==> src/rtl/frq_pkg.sv <==
package frq_pkg;
  // Control/status bit positions decoded by software
  localparam int CTL_W       = 8;
  localparam int BIT_START   = 0;
  localparam int BIT_CANCEL  = 1;
  localparam int BIT_BUSY    = 2;
  localparam int BIT_DONE    = 5;
  localparam int BYTE_W      = 8;
  localparam int LEVEL_W     = 16;
endpackage

==> src/rtl/frq_fifo.sv <==
module frq_fifo #(
  parameter int DEPTH  = 16,
  parameter int WIDTH  = 32,
  localparam int PTR_W = (DEPTH > 1) ? $clog2(DEPTH) : 1,
  localparam int CNT_W = $clog2(DEPTH + 1)
) (
  input  logic             clk,
  input  logic             rst,
  input  logic             flush,
  input  logic             push,
  input  logic [WIDTH-1:0] push_data,
  input  logic             pop,
  output logic [WIDTH-1:0] pop_data,
  output logic [CNT_W-1:0] count,
  output logic             full
);
  logic [WIDTH-1:0] mem [DEPTH];
  logic [PTR_W-1:0] wr_ptr, rd_ptr;
  logic             do_push, do_pop;

  assign full    = (count == CNT_W'(DEPTH));
  assign do_push = push && !full && !flush;
  assign do_pop  = pop && (count != '0) && !flush;

  // storage without reset so it maps onto block RAM
  always_ff @(posedge clk) begin
    if (do_push) mem[wr_ptr] <= push_data;
  end

  always_ff @(posedge clk) begin
    if (rst) pop_data <= '0;
    else if (do_pop) pop_data <= mem[rd_ptr];
  end

  always_ff @(posedge clk) begin
    if (rst || flush) begin
      wr_ptr <= '0;
      rd_ptr <= '0;
      count  <= '0;
    end else begin
      if (do_push) wr_ptr <= (wr_ptr == PTR_W'(DEPTH - 1)) ? '0 : wr_ptr + PTR_W'(1);
      if (do_pop)  rd_ptr <= (rd_ptr == PTR_W'(DEPTH - 1)) ? '0 : rd_ptr + PTR_W'(1);
      case ({do_push, do_pop})
        2'b10:   count <= count + CNT_W'(1);
        2'b01:   count <= count - CNT_W'(1);
        default: count <= count;
      endcase
    end
  end
endmodule

==> src/rtl/frq_packer.sv <==
module frq_packer #(
  parameter int BPW     = 4,
  localparam int WORD_W = 8 * BPW,
  localparam int LANE_W = (BPW > 1) ? $clog2(BPW) : 1
) (
  input  logic              clk,
  input  logic              rst,
  input  logic              flush,
  input  logic              take,
  input  logic [7:0]        byte_in,
  input  logic              last,
  output logic              push,
  output logic [WORD_W-1:0] word_out
);
  logic [WORD_W-1:0] acc_q;
  logic [LANE_W-1:0] lane_q;

  // each lane takes the incoming byte when it is the current slot
  for (genvar g = 0; g < BPW; g++) begin : g_lane
    assign word_out[g*8 +: 8] = (take && lane_q == LANE_W'(g)) ? byte_in : acc_q[g*8 +: 8];
  end

  assign push = take && ((lane_q == LANE_W'(BPW - 1)) || last);

  always_ff @(posedge clk) begin
    if (rst || flush) begin
      acc_q  <= '0;
      lane_q <= '0;
    end else if (push) begin
      acc_q  <= '0;
      lane_q <= '0;
    end else if (take) begin
      acc_q  <= word_out;
      lane_q <= lane_q + LANE_W'(1);
    end
  end
endmodule

==> src/rtl/frq_ctrl.sv <==
module frq_ctrl
  import frq_pkg::*;
#(
  parameter int LEN_W  = 16,
  parameter int ADDR_W = 32
) (
  input  logic              clk,
  input  logic              rst,
  input  logic              len_wr,
  input  logic [LEN_W-1:0]  len_wdata,
  input  logic              addr_wr,
  input  logic [ADDR_W-1:0] addr_wdata,
  input  logic              ctl_wr,
  input  logic [CTL_W-1:0]  ctl_wdata,
  input  logic              byte_take,
  output logic              last_byte,
  output logic              cancel_now,
  output logic              busy,
  output logic              done,
  output logic [ADDR_W-1:0] xfer_addr
);
  logic [LEN_W-1:0]  len_q, remain_q;
  logic [ADDR_W-1:0] addr_q;
  logic              start_now, clear_now;
  logic              unused_ctl;

  assign unused_ctl = ^{ctl_wdata[7:6], ctl_wdata[4:2]};
  assign cancel_now = ctl_wr && ctl_wdata[BIT_CANCEL];
  assign start_now  = ctl_wr && ctl_wdata[BIT_START] && !ctl_wdata[BIT_CANCEL] && !busy;
  assign clear_now  = ctl_wr && ctl_wdata[BIT_DONE];
  assign last_byte  = byte_take && (remain_q == LEN_W'(1));

  always_ff @(posedge clk) begin
    if (rst) begin
      len_q  <= '0;
      addr_q <= '0;
    end else begin
      if (len_wr)  len_q  <= len_wdata;
      if (addr_wr) addr_q <= addr_wdata;
    end
  end

  always_ff @(posedge clk) begin
    if (rst) begin
      busy      <= 1'b0;
      done      <= 1'b0;
      remain_q  <= '0;
      xfer_addr <= '0;
    end else begin
      if (cancel_now) begin
        busy <= 1'b0;
      end else if (start_now) begin
        busy      <= (len_q != '0);
        remain_q  <= len_q;
        xfer_addr <= addr_q;
      end else if (byte_take) begin
        remain_q <= remain_q - LEN_W'(1);
        if (last_byte) busy <= 1'b0;
      end

      if (start_now)                     done <= (len_q == '0);
      else if (last_byte && !cancel_now) done <= 1'b1;
      else if (clear_now)                done <= 1'b0;
    end
  end
endmodule

==> src/rtl/flash_rdq_engine.sv <==
module flash_rdq_engine
  import frq_pkg::*;
#(
  parameter int FIFO_WORDS     = 32,
  parameter int BYTES_PER_WORD = 4,
  parameter int LEN_W          = 16,
  parameter int ADDR_W         = 32
) (
  input  logic                        clk,
  input  logic                        rst,
  input  logic                        len_wr,
  input  logic [LEN_W-1:0]            len_wdata,
  input  logic                        addr_wr,
  input  logic [ADDR_W-1:0]           addr_wdata,
  input  logic                        ctl_wr,
  input  logic [7:0]                  ctl_wdata,
  output logic [7:0]                  ctl_status,
  output logic [ADDR_W-1:0]           fl_addr,
  input  logic                        fl_valid,
  input  logic [7:0]                  fl_data,
  output logic                        fl_ready,
  input  logic                        drain_rd,
  output logic [8*BYTES_PER_WORD-1:0] drain_data,
  output logic [15:0]                 fill_level
);
  localparam int RD_WORDS = FIFO_WORDS / 2;
  localparam int WORD_W   = 8 * BYTES_PER_WORD;
  localparam int CNT_W    = $clog2(RD_WORDS + 1);

  logic              busy, done, cancel_now, last_byte, byte_take;
  logic              push, fifo_full;
  logic [WORD_W-1:0] push_word;
  logic [CNT_W-1:0]  count;

  assign fl_ready  = busy && !fifo_full && !cancel_now;
  assign byte_take = fl_valid && fl_ready;

  frq_ctrl #(.LEN_W(LEN_W), .ADDR_W(ADDR_W)) ctrl_i (
    .clk(clk), .rst(rst),
    .len_wr(len_wr), .len_wdata(len_wdata),
    .addr_wr(addr_wr), .addr_wdata(addr_wdata),
    .ctl_wr(ctl_wr), .ctl_wdata(ctl_wdata),
    .byte_take(byte_take), .last_byte(last_byte), .cancel_now(cancel_now),
    .busy(busy), .done(done), .xfer_addr(fl_addr)
  );

  frq_packer #(.BPW(BYTES_PER_WORD)) pack_i (
    .clk(clk), .rst(rst), .flush(cancel_now),
    .take(byte_take), .byte_in(fl_data), .last(last_byte),
    .push(push), .word_out(push_word)
  );

  frq_fifo #(.DEPTH(RD_WORDS), .WIDTH(WORD_W)) fifo_i (
    .clk(clk), .rst(rst), .flush(cancel_now),
    .push(push), .push_data(push_word),
    .pop(drain_rd), .pop_data(drain_data),
    .count(count), .full(fifo_full)
  );

  always_comb begin
    ctl_status           = '0;
    ctl_status[BIT_BUSY] = busy;
    ctl_status[BIT_DONE] = done;
  end

  assign fill_level = LEVEL_W'(count);
endmodule

==> config.mk <==
export PLATFORM = sky130hd
export DESIGN_NAME = flash_rdq_engine
export DESIGN_NICKNAME = d
export VERILOG_FILES = /design/src/rtl/frq_pkg.sv /design/src/rtl/frq_fifo.sv /design/src/rtl/frq_packer.sv /design/src/rtl/frq_ctrl.sv /design/src/rtl/flash_rdq_engine.sv
export SDC_FILE = /design/constraint.sdc
export NUM_CORES = 1
export LEC_CHECK = 0
export ABC_AREA = 1
export BUFFER_PORTS_ARGS = -buffer_cell sky130_fd_sc_hd__buf_2
export CELL_PAD_IN_SITES_DETAIL_PLACEMENT = 0
export CELL_PAD_IN_SITES_GLOBAL_PLACEMENT = 1
export CORE_MARGIN = 10
export CORE_UTILIZATION = 51
export DETAILED_ROUTE_END_ITERATION = 8
export PLACE_DENSITY = 0.95
export REMOVE_ABC_BUFFERS = 1
export SLEW_MARGIN = 5
export SYNTH_ARGS = -nofsm -noshare
export SYNTH_HDL_FRONTEND = slang
export SYNTH_HIERARCHICAL = 1
export SYNTH_SLANG_ARGS = --single-unit
==> constraint.sdc <==
create_clock -name clk -period 10.95 [get_ports clk]
set_input_delay 1.6425 -clock clk [delete_from_list [all_inputs] [get_ports clk]]
set_output_delay 1.6425 -clock clk [all_outputs]
set_load 0.05 [all_outputs]
-- After elaboration in Yosys (flattened, before gate mapping)
Memory sizes are Yosys's and may differ from the RTL's. A register that Yosys moved wholly into a read port is not among the register bits.
Cells that the tools add are included.
- bitwise operators: 1
- reduce and logical (&&, ||, !) cells: 38
- multiplexer cells: 17
- add/subtract/negate cells: 6
- eq/ne operators: 9
- operator list (operator ; number):
    16-bit two-way mux ; 2
    8-bit two-way mux ; 4
    1-bit logical AND ; 19
    16-bit by 1-bit == test with 1-bit output, second input constant ; 1
    16-bit logical NOT ; 1
    16-bit nonzero test ; 1
    16-bit by 1-bit subtractor with 16-bit output, second input constant ; 1
    5-bit one-hot mux with 2 select lines ; 1
    4-bit by 1-bit adder with 4-bit output, second input constant ; 2
    4-bit == test, second input constant ; 2
    1-bit two-way mux ; 8
    4-bit two-way mux ; 2
    2-bit == test, second input constant ; 3
    2-bit AND reduction ; 3
    2-bit nonzero test ; 3
    5-bit by 1-bit adder with 5-bit output, second input constant ; 1
    5-bit == test, second input constant ; 1
    5-bit nonzero test ; 1
    5-bit by 1-bit subtractor with 5-bit output, second input constant ; 1
    2-bit by 1-bit == test with 1-bit output, second input constant ; 2
    1-bit logical NOT ; 4
    2-bit OR reduction ; 2
    3-bit nonzero test ; 1
    2-bit by 1-bit adder with 2-bit output, second input constant ; 1
    other kinds (3) ; 4
- RAM bits: 512
- memories: 1
- input bits: 71
- word-level logic and storage cells: 83
- bits in registers: 145
- output and inout port bits: 89
- memory list (memory ; depth ; bits a word ; rd ports ; clocked after memory_dff ; write ports ; line ; source):
    fifo_i.mem ; 16 ; 32 ; 1 ; 1 ; 1 ; frq_fifo.sv:17 ; logic [WIDTH-1:0] mem [DEPTH];

-- Logic depth before layout (Yosys ltp)
Gate-level depths: netlist of run 1.
- depth in word-level cells: 12
- mapped depth: 26
- mapped depth without buffers: 26

-- Cells and area by module
Netlist of run 1, hierarchy kept.
- by module, submodules not included (module ; area each (sq um) ; cells an instance ; times used ; seq. area each (sq um)):
    frq_fifo ; 23717.7 ; 2301 ; 1 ; 16275.6
    frq_ctrl ; 4026.4 ; 572 ; 1 ; 1961.9
    frq_packer ; 1850.5 ; 270 ; 1 ; 680.7
    flash_rdq_engine ; 177.7 ; 26 ; 1 ; 0.0

-- Worst setup path before layout of run 1
Ideal clock, no wire load.
- kind: input to register
- start: input port ctl_wdata[1]
- end: memory fifo_i.mem[7][0], enable pin
- slack: 5155 ps
- arrival time: 5334 ps
- path buffers: 0
- cell stages on the path: 15
- data required time: 10489 ps
- library setup time: 461 ps
- path through: nand2_1 -> inv_1 -> inv_1 -> nand3_2 -> nor2_2 -> nand4_1 -> nor2_1 -> nand2_1 -> nor2_1 -> nand2_2 -> nand2_1 -> nand2_1 -> nor2_2 -> inv_1 -> nor3_1
- longest elaborated chain between the ends: 11
- ends and longest elaborated chain (element ; line ; source):
    from (decl) ; flash_rdq_engine.sv:16 ; input logic [7:0] ctl_wdata,
    1-bit logical AND ; frq_ctrl.sv:28 ; assign cancel_now = ctl_wr && ctl_wdata[BIT_CANCEL];
    net cancel_now ; flash_rdq_engine.sv:30 ; logic busy, done, cancel_now, last_byte, byte_take;
    1-bit logical NOT ; flash_rdq_engine.sv:35 ; assign fl_ready = busy && !fifo_full && !cancel_now;
    1-bit logical AND ; flash_rdq_engine.sv:35 ;
    1-bit logical AND ; flash_rdq_engine.sv:36 ; assign byte_take = fl_valid && fl_ready;
    net byte_take ; flash_rdq_engine.sv:30 ;
    1-bit logical AND ; frq_ctrl.sv:31 ; assign last_byte = byte_take && (remain_q == LEN_W'(1));
    net last_byte ; flash_rdq_engine.sv:30 ;
    1-bit logical OR ; frq_packer.sv:23 ; assign push = take && ((lane_q == LANE_W'(BPW - 1)) || last);
    1-bit logical AND ; frq_packer.sv:23 ;
    net push ; flash_rdq_engine.sv:31 ; logic push, fifo_full;
    1-bit logical AND (2 in series) ; frq_fifo.sv:22 ; assign do_push = push && !full && !flush;
    1-bit two-way mux ; frq_fifo.sv:27 ; if (do_push) mem[wr_ptr] <= push_data;
    1-bit two-way mux (implied by the code) ; frq_fifo.sv:27 ;
    to (decl) ; frq_fifo.sv:17 ;
The timed path passes the listed nets, and every way through them passes these cells.

-- Worst setup path after layout of run 1
- start: input port ctl_wr
- end: memory fifo_i.mem[14][31], enable pin
- longest elaborated chain between the ends: 11
- ends and longest elaborated chain (element ; line ; source):
    from (decl) ; flash_rdq_engine.sv:15 ; input logic ctl_wr,
    1-bit logical AND ; frq_ctrl.sv:28 ;
    net cancel_now ; flash_rdq_engine.sv:30 ;
    1-bit logical NOT ; flash_rdq_engine.sv:35 ;
    1-bit logical AND ; flash_rdq_engine.sv:35 ;
    1-bit logical AND ; flash_rdq_engine.sv:36 ;
    net byte_take ; flash_rdq_engine.sv:30 ;
    1-bit logical AND ; frq_ctrl.sv:31 ;
    net last_byte ; flash_rdq_engine.sv:30 ;
    1-bit logical OR ; frq_packer.sv:23 ;
    1-bit logical AND ; frq_packer.sv:23 ;
    net push ; flash_rdq_engine.sv:31 ;
    1-bit logical AND (2 in series) ; frq_fifo.sv:22 ;
    1-bit two-way mux ; frq_fifo.sv:27 ;
    1-bit two-way mux (implied by the code) ; frq_fifo.sv:27 ;
The timed path passes the listed nets, and every way through them passes these cells.

==> results of run 1 <==
layout by cell type, fill, tap and decap left out, types with 11 or more instances in the layout:
| cell type | instances |
|---|---|
| nand2_1 | 874 |
| edfxtp_1 | 512 |
| inv_1 | 458 |
| nand3_1 | 366 |
| nor2_1 | 332 |
| dfxtp_1 | 174 |
| buf_2 | 137 |
| o21ai_0 | 135 |
| clkbuf_16 | 74 |
| a21oi_1 | 45 |
| buf_4 | 29 |
| clkbuf_1 | 20 |
| nor2_4 | 19 |
| conb_1 | 17 |
| ha_1 | 15 |
| nor2_2 | 11 |
final cells by class:
| class | instances | area, µm² | share of cell area [%] |
|---|---|---|---|
| sequential | 689 | 18930 | 57.29 |
| multi-input combinational | 1857 | 8190 | 24.79 |
| clock buffer | 103 | 2051 | 6.206 |
| inverter | 464 | 1749 | 5.294 |
| tap | 765 | 957.2 | 2.897 |
| timing repair buffer | 166 | 903.4 | 2.734 |
| clock inverter | 27 | 262.8 | 0.7952 |
where the power goes:
group	leakage [µW]	switching, µW	internal, µW
combinational	0.00722	337	121
sequential	0.00611	22.0	2810
clock	0.00113	990	1400
registers in the layout (all words and copies together) (netlist names), 5 cells and up:
register,cells
ctrl_i/len_q,16
fifo_i/pop_data,32
ctrl_i/xfer_addr,32
pack_i/acc_q,32
ctrl_i/remain_q,16
fifo_i/count,5
ctrl_i/addr_q,32
fifo_i/mem,512
worst max-delay path, delay by kind of cell:
| family | cells | cell delay, ns |
|---|---|---|
| buffers and inverters | 5 | 1.33 |
| and+or+nand+nor | 13 | 2.48 |
synthesized netlist by cell type, types with 2 or more instances:
cell type | number | area share, %
buf_1 | 3 | 0.038
buf_8 | 4 | 0.20
buf_2 | 75 | 1.3
buf_6 | 26 | 0.98
inv_1 | 460 | 5.8
nor2_2 | 13 | 0.27
nand3_2 | 9 | 0.30
nor3_1 | 3 | 0.050
edfxtp_1 | 512 | 52
nand3_1 | 366 | 6.2
nand2_4 | 3 | 0.11
clkbuf_1 | 36 | 0.45
inv_2 | 3 | 0.038
nand4_1 | 7 | 0.15
buf_4 | 31 | 0.78
nand2_2 | 9 | 0.19
nor2_1 | 347 | 4.4
nand2_1 | 874 | 11
o21ai_0 | 135 | 2.3
ha_1 | 15 | 0.63
xor2_1 | 5 | 0.15
dfxtp_1 | 177 | 12
nor2_4 | 2 | 0.076
nand3_4 | 2 | 0.12
a21oi_1 | 45 | 0.76
cells by family (layout without fill, tap and decap cells):
group / Yosys count / after routing / share of synthesized area, %
XOR/XNOR: 6 / 6 / 0.1765
flip-flops: 689 / 689 / 63.54
buffers and inverters: 639 / 760 / 9.578
AND/OR/NAND/NOR: 1636 / 1636 / 22.88
other: 1 / 17 / 0.01260
adder cells (fa/ha/maj): 16 / 16 / 0.6976
AO/OA/AOI/OAI: 182 / 182 / 3.110
metal layers:
metal / wire length (µm) / global-route usage, % / up-vias
li1: - / - / 10230
met5: 13 / 0 / -
met2: 32060 / 32.55 / 742
met3: 6114 / 4.767 / 124
met1: 28780 / 26.32 / 9598
met4: 1568 / 5.779 / 2
through the flow:
| stage | instances | utilization, % | worst slack (ns) | hold WS, ns |
|---|---|---|---|---|
| after global routing | 4071 | 57.27 | 5.434 | 0.4940 |
| after CTS | 4071 | 57.27 | 5.777 | 0.4782 |
| after floorplan | 3010 | - | 2.984 | 0.4460 |
| after global placement | 3941 | 53.26 | 5.227 | 0.4555 |
| final | 4071 | 57.27 | 5.745 | 0.4744 |
| after detailed placement | 3941 | 53.26 | 5.133 | 0.4668 |
worst max path at each step:
stage,start,end,slack (ns),cells after the start
6_report,ctl_wr,fifo_i/mem[14][31],5.75,18
3_3_place_gp,ctl_wr,fifo_i/mem[9][3],5.23,17
3_5_place_dp,ctl_wr,fifo_i/mem[14][14],5.13,18
4_1_cts,ctl_wr,fifo_i/mem[14][18],5.78,18
2_1_floorplan,fifo_i/rd_ptr[0],fifo_i/pop_data[0],2.98,7
5_1_grt,ctl_wr,fifo_i/mem[14][18],5.43,18
==> flow_summary_export.csv, run 1 <==
group,metric,value,unit
grt,grt_max_degree,99,
synthesis,ys_warn_count,6,
die,start_util,51.60,%
critical_path,reg2reg_depth,18,
pwr,powerDensity,171.9,nW/µm²
critical_path,critPathCaptureType,"flip-flop",
grt,antenna_found_initial,1,
cts,clock_sinks,689,
synthesis,syn_avg_cell_area,9.395,µm²
cts,cts_inserted_buffers,72,
cts,tritoncts,"yes",
grt,grt_pass1_vias,19900,
cts,cts.clk_slew.worst_paths,0.06,ns
synthesis,ys_ff_latch,689,
timing,final.setup_skew,0.03108,ns
final_layout,area_growth,10.99,%
route,drc,0,
grt,grt_overflow,0,
cts,clock_path_buffers,3,
die,dieArea,68440,µm²
critical_path,worstReg2RegEnd,"fifo_i/mem[14][31]",
grt,grt_pass1_wl,108100,µm
timing,slew_violations,0,
cts,cts_resized,0,
cts,root_buffer,"clkbuf_16",
timing,grt_setup_unrepaired,"false",
route,drt-initial-drc-count,2117,
synthesis,yosys.cell_types.count,32,
timing,fin_crit_sh,47.53,%
synthesis,syn_inst,3169,
timing,slew_headroom,17.62,%
pwr,power,5682,µW
final_layout,nNetsFinal,3337,
synthesis,seq_area_frac_synth,63.54,%
critical_path,r2r-start,"fifo_i/count[1]",
place,gp_congestion,0.8187,
route,avgViaCountPerCell,5.084,
pwr,ir_drop,133.5,µV
run,max_cap_violations,0,
cts,clkLatencyLatePin,0.61,ns
critical_path,worstPathRequired,11.21,ns
timing,setup_tns,0,ns
hold_path,hp-class,"flip-flop to flip-flop",
timing,tightest_slew,1.233,ns
cts,ctsHoldBuffers,0,
synthesis,syn_area,29770,µm²
hold_path,hold_path.startpoint,"ctrl_i/len_q[10]",
timing,min_period,5.205,ns
synthesis,postSynth.asyncResetShare,0,%
critical_path,crit_top_cell,"nand2_1",
route,routed_wl,68540,µm
pwr,cellLeakagePower,0.01446,µW
timing,finalSetupViolations,0,
critical_path,r2r_setup_slack,6.68,ns
timing,fmax,192.1,MHz
critical_path,slowest_delay,0.68,ns
route,wl_per_cell,16.84,µm
critical_path,cp.arrival,5.47,ns
place,portBuffers,137,
timing,finalHoldViolations,0,
place,hpwl,37720,µm
die,dieHeight,261.6,µm
cts,cts_max_level,3,
hold_path,holdPathEnd,"ctrl_i/len_q[10]",
hold_path,whs_path_depth,2,
critical_path,cp_slowest_cell,"nor2_4",
critical_path,path_cells,"buf_2, nand2_1, inv_1, inv_1, nand3_2, nor2_4, buf_4, nand4_1, nor2_1, nand2_1, nor2_1, nand2_2, nand2_1, nand2_1, nor2_2, nand2_1, nor2_4, buf_4",
final_layout,fin_area,33040,µm²
critical_path,critPathMaxFanout,43,
place,place_area,30730,µm²
route,ant_nets,0,
synthesis,synthFlopType,"edfxtp_1",
status,status,"completed",
critical_path,criticalPathCategory,"primary input to flip-flop",
route,first_pass_iters,6,
critical_path,startpoint_type,"primary input",
die,coreArea,57700,µm²
route,vias,20700,
grt,grt.total_usage,19.99,%
die,io_pins,160,
die,die_width,261.6,µm
final_layout,fillers,4939,
cts,post_cts_buffers,0,
final_layout,drive_gt1_share,10.16,%
final_layout,antenna_cells,0,
synthesis,synth_edf_count,512,
die,rows,88,
Note: power is estimated with default switching activity, not from simulation.
==> run 2: changes to the inputs <==
--- a/config.mk
+++ b/config.mk
@@ -5,14 +5,14 @@
 export SDC_FILE = /design/constraint.sdc
 export NUM_CORES = 1
 export LEC_CHECK = 0
-export ABC_AREA = 1
+export ABC_AREA = 0
 export BUFFER_PORTS_ARGS = -buffer_cell sky130_fd_sc_hd__buf_2
 export CELL_PAD_IN_SITES_DETAIL_PLACEMENT = 0
 export CELL_PAD_IN_SITES_GLOBAL_PLACEMENT = 1
 export CORE_MARGIN = 10
-export CORE_UTILIZATION = 51
+export CORE_UTILIZATION = 46
 export DETAILED_ROUTE_END_ITERATION = 8
-export PLACE_DENSITY = 0.95
+export PLACE_DENSITY = 0.86
 export REMOVE_ABC_BUFFERS = 1
 export SLEW_MARGIN = 5
 export SYNTH_ARGS = -nofsm -noshare
==> constraint.sdc (replaced) <==
create_clock -name clk -period 4.6 [get_ports clk]
set_input_delay 0.69 -clock clk [delete_from_list [all_inputs] [get_ports clk]]
set_output_delay 0.69 -clock clk [all_outputs]
set_load 0.05 [all_outputs]
==> run 2 against run 1 <==
Compared with the run above:
- clock-buffer cell count down 5
- sequential share of layout area up 4.1 points
- non-clock buffer count up 14
- sequential cell count unchanged
- global-route usage down 1.9 points
- total power up 120%
==> flow_summary_export.csv, run 2 <==
group,metric,value,unit
cts,tritoncts,"yes",
cts,clock_path_buffers,3,
cts,ctsHoldBuffers,0,
synthesis,postSynth.asyncResetShare,0,%
cts,cts_max_level,3,
cts,cts_resized,0,
route,first_pass_iters,5,
timing,grt_setup_unrepaired,"false",
pwr,powerDensity,398.5,nW/µm²
critical_path,reg2reg_depth,20,
critical_path,critPathCaptureType,"flip-flop",
critical_path,worstPathRequired,5.13,ns
synthesis,syn_inst,1780,
timing,finalSetupViolations,0,
route,wl_per_cell,23.48,µm
hold_path,hp-class,"primary input to flip-flop",
critical_path,r2r-start,"fifo_i/count[0]",
route,vias,15950,
timing,fmax,257.3,MHz
synthesis,synth-simple-area-share,6.197,%
synthesis,synthFlopType,"edfxtp_1",
timing,setup_tns,0,ns
pwr,cellLeakagePower,0.01039,µW
run,max_cap_violations,0,
synthesis,synthTopCellsByCount,"512 x edfxtp_1, 179 x mux2i_1, 177 x dfxtp_1",
timing,tightest_slew,1.171,ns
synthesis,ys_ff_latch,689,
cts,clkLatencyLatePin,0.61,ns
cts,clock_sinks,689,
synthesis,seq_area_frac_synth,69.56,%
timing,min_period,3.887,ns
route,drc,0,
critical_path,startpoint_type,"flip-flop",
grt,grt_pass1_vias,16220,
die,coreArea,58800,µm²
grt,grt_pass1_wl,97990,µm
final_layout,multiInputGateArea,7656,µm²
critical_path,cp.arrival,4.42,ns
die,start_util,46.25,%
synthesis,synth_top_family_by_area,"multiplexers",
cts,cts_inserted_buffers,69,
synthesis,synthMostInstantiatedCell,"edfxtp_1",
synthesis,ys_top_cells_by_area,"edfxtp_1 57%, dfxtp_1 13%, mux2i_1 6.6%, mux4_2 5.3%, nand2_1 2.1%",
timing,slew_headroom,21.92,%
route,drt-initial-drc-count,1424,
grt,grt_max_degree,83,
timing,slew_violations,0,
synthesis,synth.area.mux_share,11.93,%
synthesis,netlist.area_leader.share,56.53,%
cts,post_cts_buffers,0,
final_layout,drive_gt1_share,22.05,%
die,dieArea,69250,µm²
synthesis,synth_edf_count,512,
synthesis,yosys.cell_types.count,66,
synthesis,syn_area,27200,µm²
place,portBuffers,137,
grt,grt_overflow,0,
final_layout,regMostFlops,"fifo_i/mem",
route,routed_wl,64260,µm
critical_path,r2r_setup_slack,0.71,ns
die,dieHeight,263.2,µm
die,io_pins,160,
route,ant_nets,0,
die,rows,89,
critical_path,crit_top_cell,"inv_1",
critical_path,path_cells,"nor4_4, nand2_1, inv_1, and4bb_2, nor4b_1, nand2_1, nor3_1, o21a_2, nand2b_1, a21oi_2, buf_4, inv_1, ha_1, inv_1, fa_1, nor2b_1, o21ai_0, nor4b_1, or3_1, a21oi_1",
critical_path,criticalPathCategory,"flip-flop to flip-flop",
final_layout,largest_reg_flops,512,
synthesis,synth_compound_area_share,8.226,%
critical_path,slowest_delay,0.47,ns
place,hpwl,38620,µm
cts,cts.clk_slew.worst_paths,0.06,ns
synthesis,yosysTopAreaCell,"edfxtp_1",
pwr,ir_drop,244.5,µV
final_layout,antenna_cells,0,
timing,finalHoldViolations,0,
final_layout,seq_area,18930,µm²
timing,final.setup_skew,0.02017,ns
timing,fin_crit_sh,84.50,%
timing,holdWs,0.3252,ns
hold_path,hold_path.startpoint,"len_wdata[9]",
final_layout,fillers,4636,
status,status,"completed",
critical_path,critPathMaxFanout,9,
grt,grt.total_usage,18.12,%
die,die_width,263.2,µm
synthesis,synthXorXnorAreaFrac,0.2576,%
hold_path,holdPathEnd,"ctrl_i/len_q[9]",
final_layout,nNetsFinal,1995,
place,gp_congestion,0.7806,
hold_path,whs_path_depth,3,
final_layout,final_cell_mix,"512 x edfxtp_1, 179 x mux2i_1, 174 x dfxtp_1",
synthesis,ys_warn_count,6,
cts,root_buffer,"clkbuf_16",
critical_path,cp_slowest_cell,"nor4_4",
synthesis,syn_avg_cell_area,15.28,µm²
synthesis,synth_adder_area_share,0.7637,%
final_layout,final_common_cell,"edfxtp_1",
final_layout,area_growth,13.44,%
critical_path,worstReg2RegEnd,"fifo_i/count[4]",
grt,antenna_found_initial,0,
route,avgViaCountPerCell,5.829,
## run 2: cell types whose count changed in the layout (fill, tap and decap cells not counted), sizes merged, moves of 65 or more
cell	previous run	this run
a211oi	0	68
inv	467	19
mux2i	0	179
nand2	887	154
nand3	377	38
nor2	362	113
o21ai	135	15
o22ai	0	65
## run 2: cells by family after synthesis
family | count (synthesis)
DFF | 689
muxes | 244
and+or+nand+nor | 373
xor gates and xnor gates | 8
buffers and inverters | 155
other | 1
adders and majority gates | 16
AOI/OAI and AO/OA | 294
## run 2: layer usage
metal | vias to the layer above | GRT usage, % | routed length (µm)
met1 | 8061 | 23.48 | 26470
met3 | 111 | 3.793 | 5530
met4 | 0 | 5.747 | 1379
li1 | 7081 | - | -
met5 | - | 0 | 0
met2 | 700 | 30.08 | 30880
## run 2: per-stage QoR
| step | instances | util [%] | worst slack [ns] | area [µm²] | total power [µW] |
|---|---|---|---|---|---|
| after floorplan | 1657 | - | -3.291 | 26490 | 7009 |
| after global placement | 2610 | 48.87 | 0.5611 | 28740 | 7132 |
| after detailed placement | 2610 | 48.87 | 0.4421 | 28740 | 7141 |
| after CTS | 2737 | 52.47 | 0.7114 | 30850 | 12370 |
| after global routing | 2737 | 52.47 | 0.3784 | 30850 | 12670 |
| final | 2737 | 52.47 | 0.7128 | 30850 | 12290 |
## run 2: final cells by class
type                    instances  share of cell area, %
flip-flops and latches        689                  61.36
multi-input cells             952                  24.82
clock buffers                  98                  6.185
repair buffers                180                  3.642
well taps                     773                  3.135
clock inverters                29                 0.6692
inverters                      16                 0.1947
## run 2: worst max-delay path, delay by kind of cell, from the launching register on
kind	cells	cell delay [ns]
buf+inv	4	0.43
simple gates	10	1.86
compound gates	4	0.49
fa+ha+maj	2	0.64
flops	1	0.38
## run 2: worst max path at each step
| stage | to | start | slack, ns | cells after the start |
|---|---|---|---|---|
| after floorplan | fifo_i/pop_data[0] | fifo_i/rd_ptr[0] | -3.29 | 4 |
| after global placement | fifo_i/count[4] | ctl_wdata[1] | 0.56 | 19 |
| after detailed placement | fifo_i/count[4] | ctl_wdata[1] | 0.44 | 19 |
| after CTS | fifo_i/count[4] | fifo_i/count[0] | 0.71 | 20 |
| after global routing | fifo_i/count[4] | fifo_i/count[0] | 0.38 | 20 |
| final | fifo_i/count[4] | fifo_i/count[0] | 0.71 | 20 |
## run 2: power by group
part	switching [µW]	internal (µW)
clock network	2310	2970
registers	36.1	6630
logic	229	113
total	2580	9720
==> run 3: changes to the inputs <==
==> constraint.sdc (replaced) <==
create_clock -name clk -period 3.49 [get_ports clk]
set_input_delay 0.5235 -clock clk [delete_from_list [all_inputs] [get_ports clk]]
set_output_delay 0.5235 -clock clk [all_outputs]
set_load 0.05 [all_outputs]
==> run 3 against run 2 <==
Compared with the run above:
- critical path depth decreased by 1
- setup slack got worse by 0.48 ns
- sequential power increased by 32%
- combinational power increased by 35%
- first-iteration DRC count increased by 5.9%
- non-clock buffer count increased by 31
- critical endpoint unchanged
- critical path type unchanged
- clock skew increased by 0.015 ns
- sequential share of layout area decreased by 0.81 points
- largest cell class unchanged
- fmax increased by 19%
==> flow_summary_export.csv, run 3 (synthesis results as in run 2) <==
group,metric,value,unit
cts,cts_max_level,3,
route,wl_per_cell,22.66,µm
critical_path,worstReg2RegEnd,"fifo_i/count[4]",
critical_path,reg2reg_depth,19,
timing,fin_crit_sh,93.33,%
final_layout,final_util,53.19,%
pwr,ir_drop,346.8,µV
die,start_util,46.25,%
cts,clock_path_buffers,3,
final_layout,nNetsFinal,2027,
grt,grt_pass1_wl,94870,µm
die,rows,89,
place,place_area,29050,µm²
route,first_pass_iters,5,
route,routed_wl,62660,µm
route,drc,0,
critical_path,cp-endpoint,"fifo_i/count[4]",
final_layout,final_common_cell,"edfxtp_1",
die,coreArea,58800,µm²
place,portBuffers,137,
place,hpwl,39590,µm
cts,clkLatencyLatePin,0.61,ns
cts,clock_sinks,689,
route,ant_nets,0,
cts,cts.clk_slew.worst_paths,0.06,ns
cts,ctsHoldBuffers,0,
timing,holdWs,0.1694,ns
route,avgViaCountPerCell,5.719,
pwr,powerDensity,523.4,nW/µm²
final_layout,multiInputGateArea,7679,µm²
grt,antenna_found_initial,1,
critical_path,cp.arrival,3.78,ns
cts,tritoncts,"yes",
grt,grt_pass1_vias,15750,
timing,min_period,3.257,ns
grt,grt_overflow,0,
critical_path,criticalPathCategory,"flip-flop to flip-flop",
route,drt-initial-drc-count,1508,
cts,cts_inserted_buffers,70,
route,vias,15810,
final_layout,final_cell_mix,"512 x edfxtp_1, 179 x mux2i_1, 172 x dfxtp_1",
grt,grt_max_degree,72,
critical_path,cp_slowest_cell,"fa_2",
critical_path,path_cells,"nor4_4, nand2_1, inv_2, and4bb_2, nor4b_1, nand2_1, nor3_1, o21a_2, nand2b_1, a21oi_2, inv_1, ha_2, inv_2, fa_2, nor2b_4, o21ai_2, nor4b_2, or3_1, a21oi_1",
final_layout,fin_area,31270,µm²
final_layout,area_growth,14.99,%
critical_path,startpoint_type,"flip-flop",
timing,finalHoldViolations,0,
timing,slew_violations,0,
final_layout,largest_reg_flops,512,
place,pre_cts_slack,-0.1532,ns
critical_path,critPathMaxFanout,4,
status,status,"completed",
grt,grt.total_usage,17.58,%
final_layout,drive_gt1_share,24.10,%
final_layout,seq_area,18930,µm²
die,die_width,263.2,µm
place,gp_congestion,0.8200,
timing,finalSetupViolations,0,
final_layout,fillers,4607,
cts,root_buffer,"clkbuf_16",
critical_path,r2r-start,"fifo_i/count[3]",
timing,slew_headroom,34.89,%
hold_path,hold_path.startpoint,"addr_wdata[4]",
critical_path,critPathCaptureType,"flip-flop",
final_layout,regMostFlops,"fifo_i/mem",
timing,worst_slack,0.2327,ns
timing,final.setup_skew,0.03515,ns
hold_path,hp-class,"primary input to flip-flop",
critical_path,slowest_delay,0.38,ns
die,dieArea,69250,µm²
timing,fmax,307.0,MHz
die,io_pins,160,
critical_path,worstPathRequired,4.01,ns
die,dieHeight,263.2,µm
timing,tightest_slew,0.9766,ns
pwr,cellLeakagePower,0.01060,µW
critical_path,startpoint,"fifo_i/count[3]",
final_layout,antenna_cells,0,
run,max_cap_violations,0,
critical_path,r2r_setup_slack,0.23,ns
-- run 3: cell types whose count changed in the layout (fill, tap and decap cells not counted), sizes merged --
cell,delta
buf,+31
bufinv,+1
clkinv,-4
clkinvlp,+1
inv,-1
-- run 3: power breakdown --
group | internal, µW | switching (µW) | total [µW] | leakage [µW]
clock network | 4070 | 3040 | 7120 | 0.00106
logic | 158 | 306 | 463 | 0.00326
registers | 8740 | 46.2 | 8790 | 0.00629
total | 13000 | 3390 | 16400 | 0.0106
-- run 3: worst min path at each step --
| stage | to | slack, ns | depth (start not counted) |
|---|---|---|---|
| 2_1_floorplan | ctrl_i/xfer_addr[0] | 0.43 | 2 |
| 3_3_place_gp | ctrl_i/xfer_addr[21] | 0.43 | 2 |
| 3_5_place_dp | ctrl_i/xfer_addr[30] | 0.44 | 2 |
| 4_1_cts | ctrl_i/addr_q[4] | 0.14 | 3 |
| 5_1_grt | ctrl_i/addr_q[4] | 0.17 | 3 |
| 6_report | ctrl_i/addr_q[4] | 0.17 | 3 |
-- run 3: per-layer routing --
layer  global-route usage, %  share of wire [%]
met1                   23.15                 41
met2                   28.63                 48
met3                   3.988                9.2
met4                   5.328                2.0
met5                       0                  0
-- run 3: timing repair --
action                     CTS  global route
buffers inserted             0             2
setup endpoints to repair    0             2
gates resized for setup      0            12
-- run 3: through the flow --
stage / total power, µW / TNS (ns) / cells
2_1_floorplan: 9239 / -1637.38 / 1657
3_3_place_gp: 9411 / -0.03608 / 2639
3_5_place_dp: 9426 / -0.1532 / 2639
4_1_cts: 16500 / 0 / 2763
5_1_grt: 16870 / -0.02321 / 2765
6_report: 16370 / 0 / 2765
-- run 3: layout make-up --
type,instances,share of cell area (%)
multi-input cells,952,24.55
clock inverters,26,0.7241
inverters,16,0.1920
clock buffers,98,6.237
repair buffers,211,4.657
well taps,773,3.093
flip-flops and latches,689,60.54
-- run 3: critical path: cells and delay by family, from the launching register on --
family	cells	cell delay, ns
buffers and inverters	3	0.19
adder cells (fa/ha/maj)	2	0.58
AND/OR/NAND/NOR	10	1.60
flip-flops	1	0.36
AO/OA/AOI/OAI	4	0.45
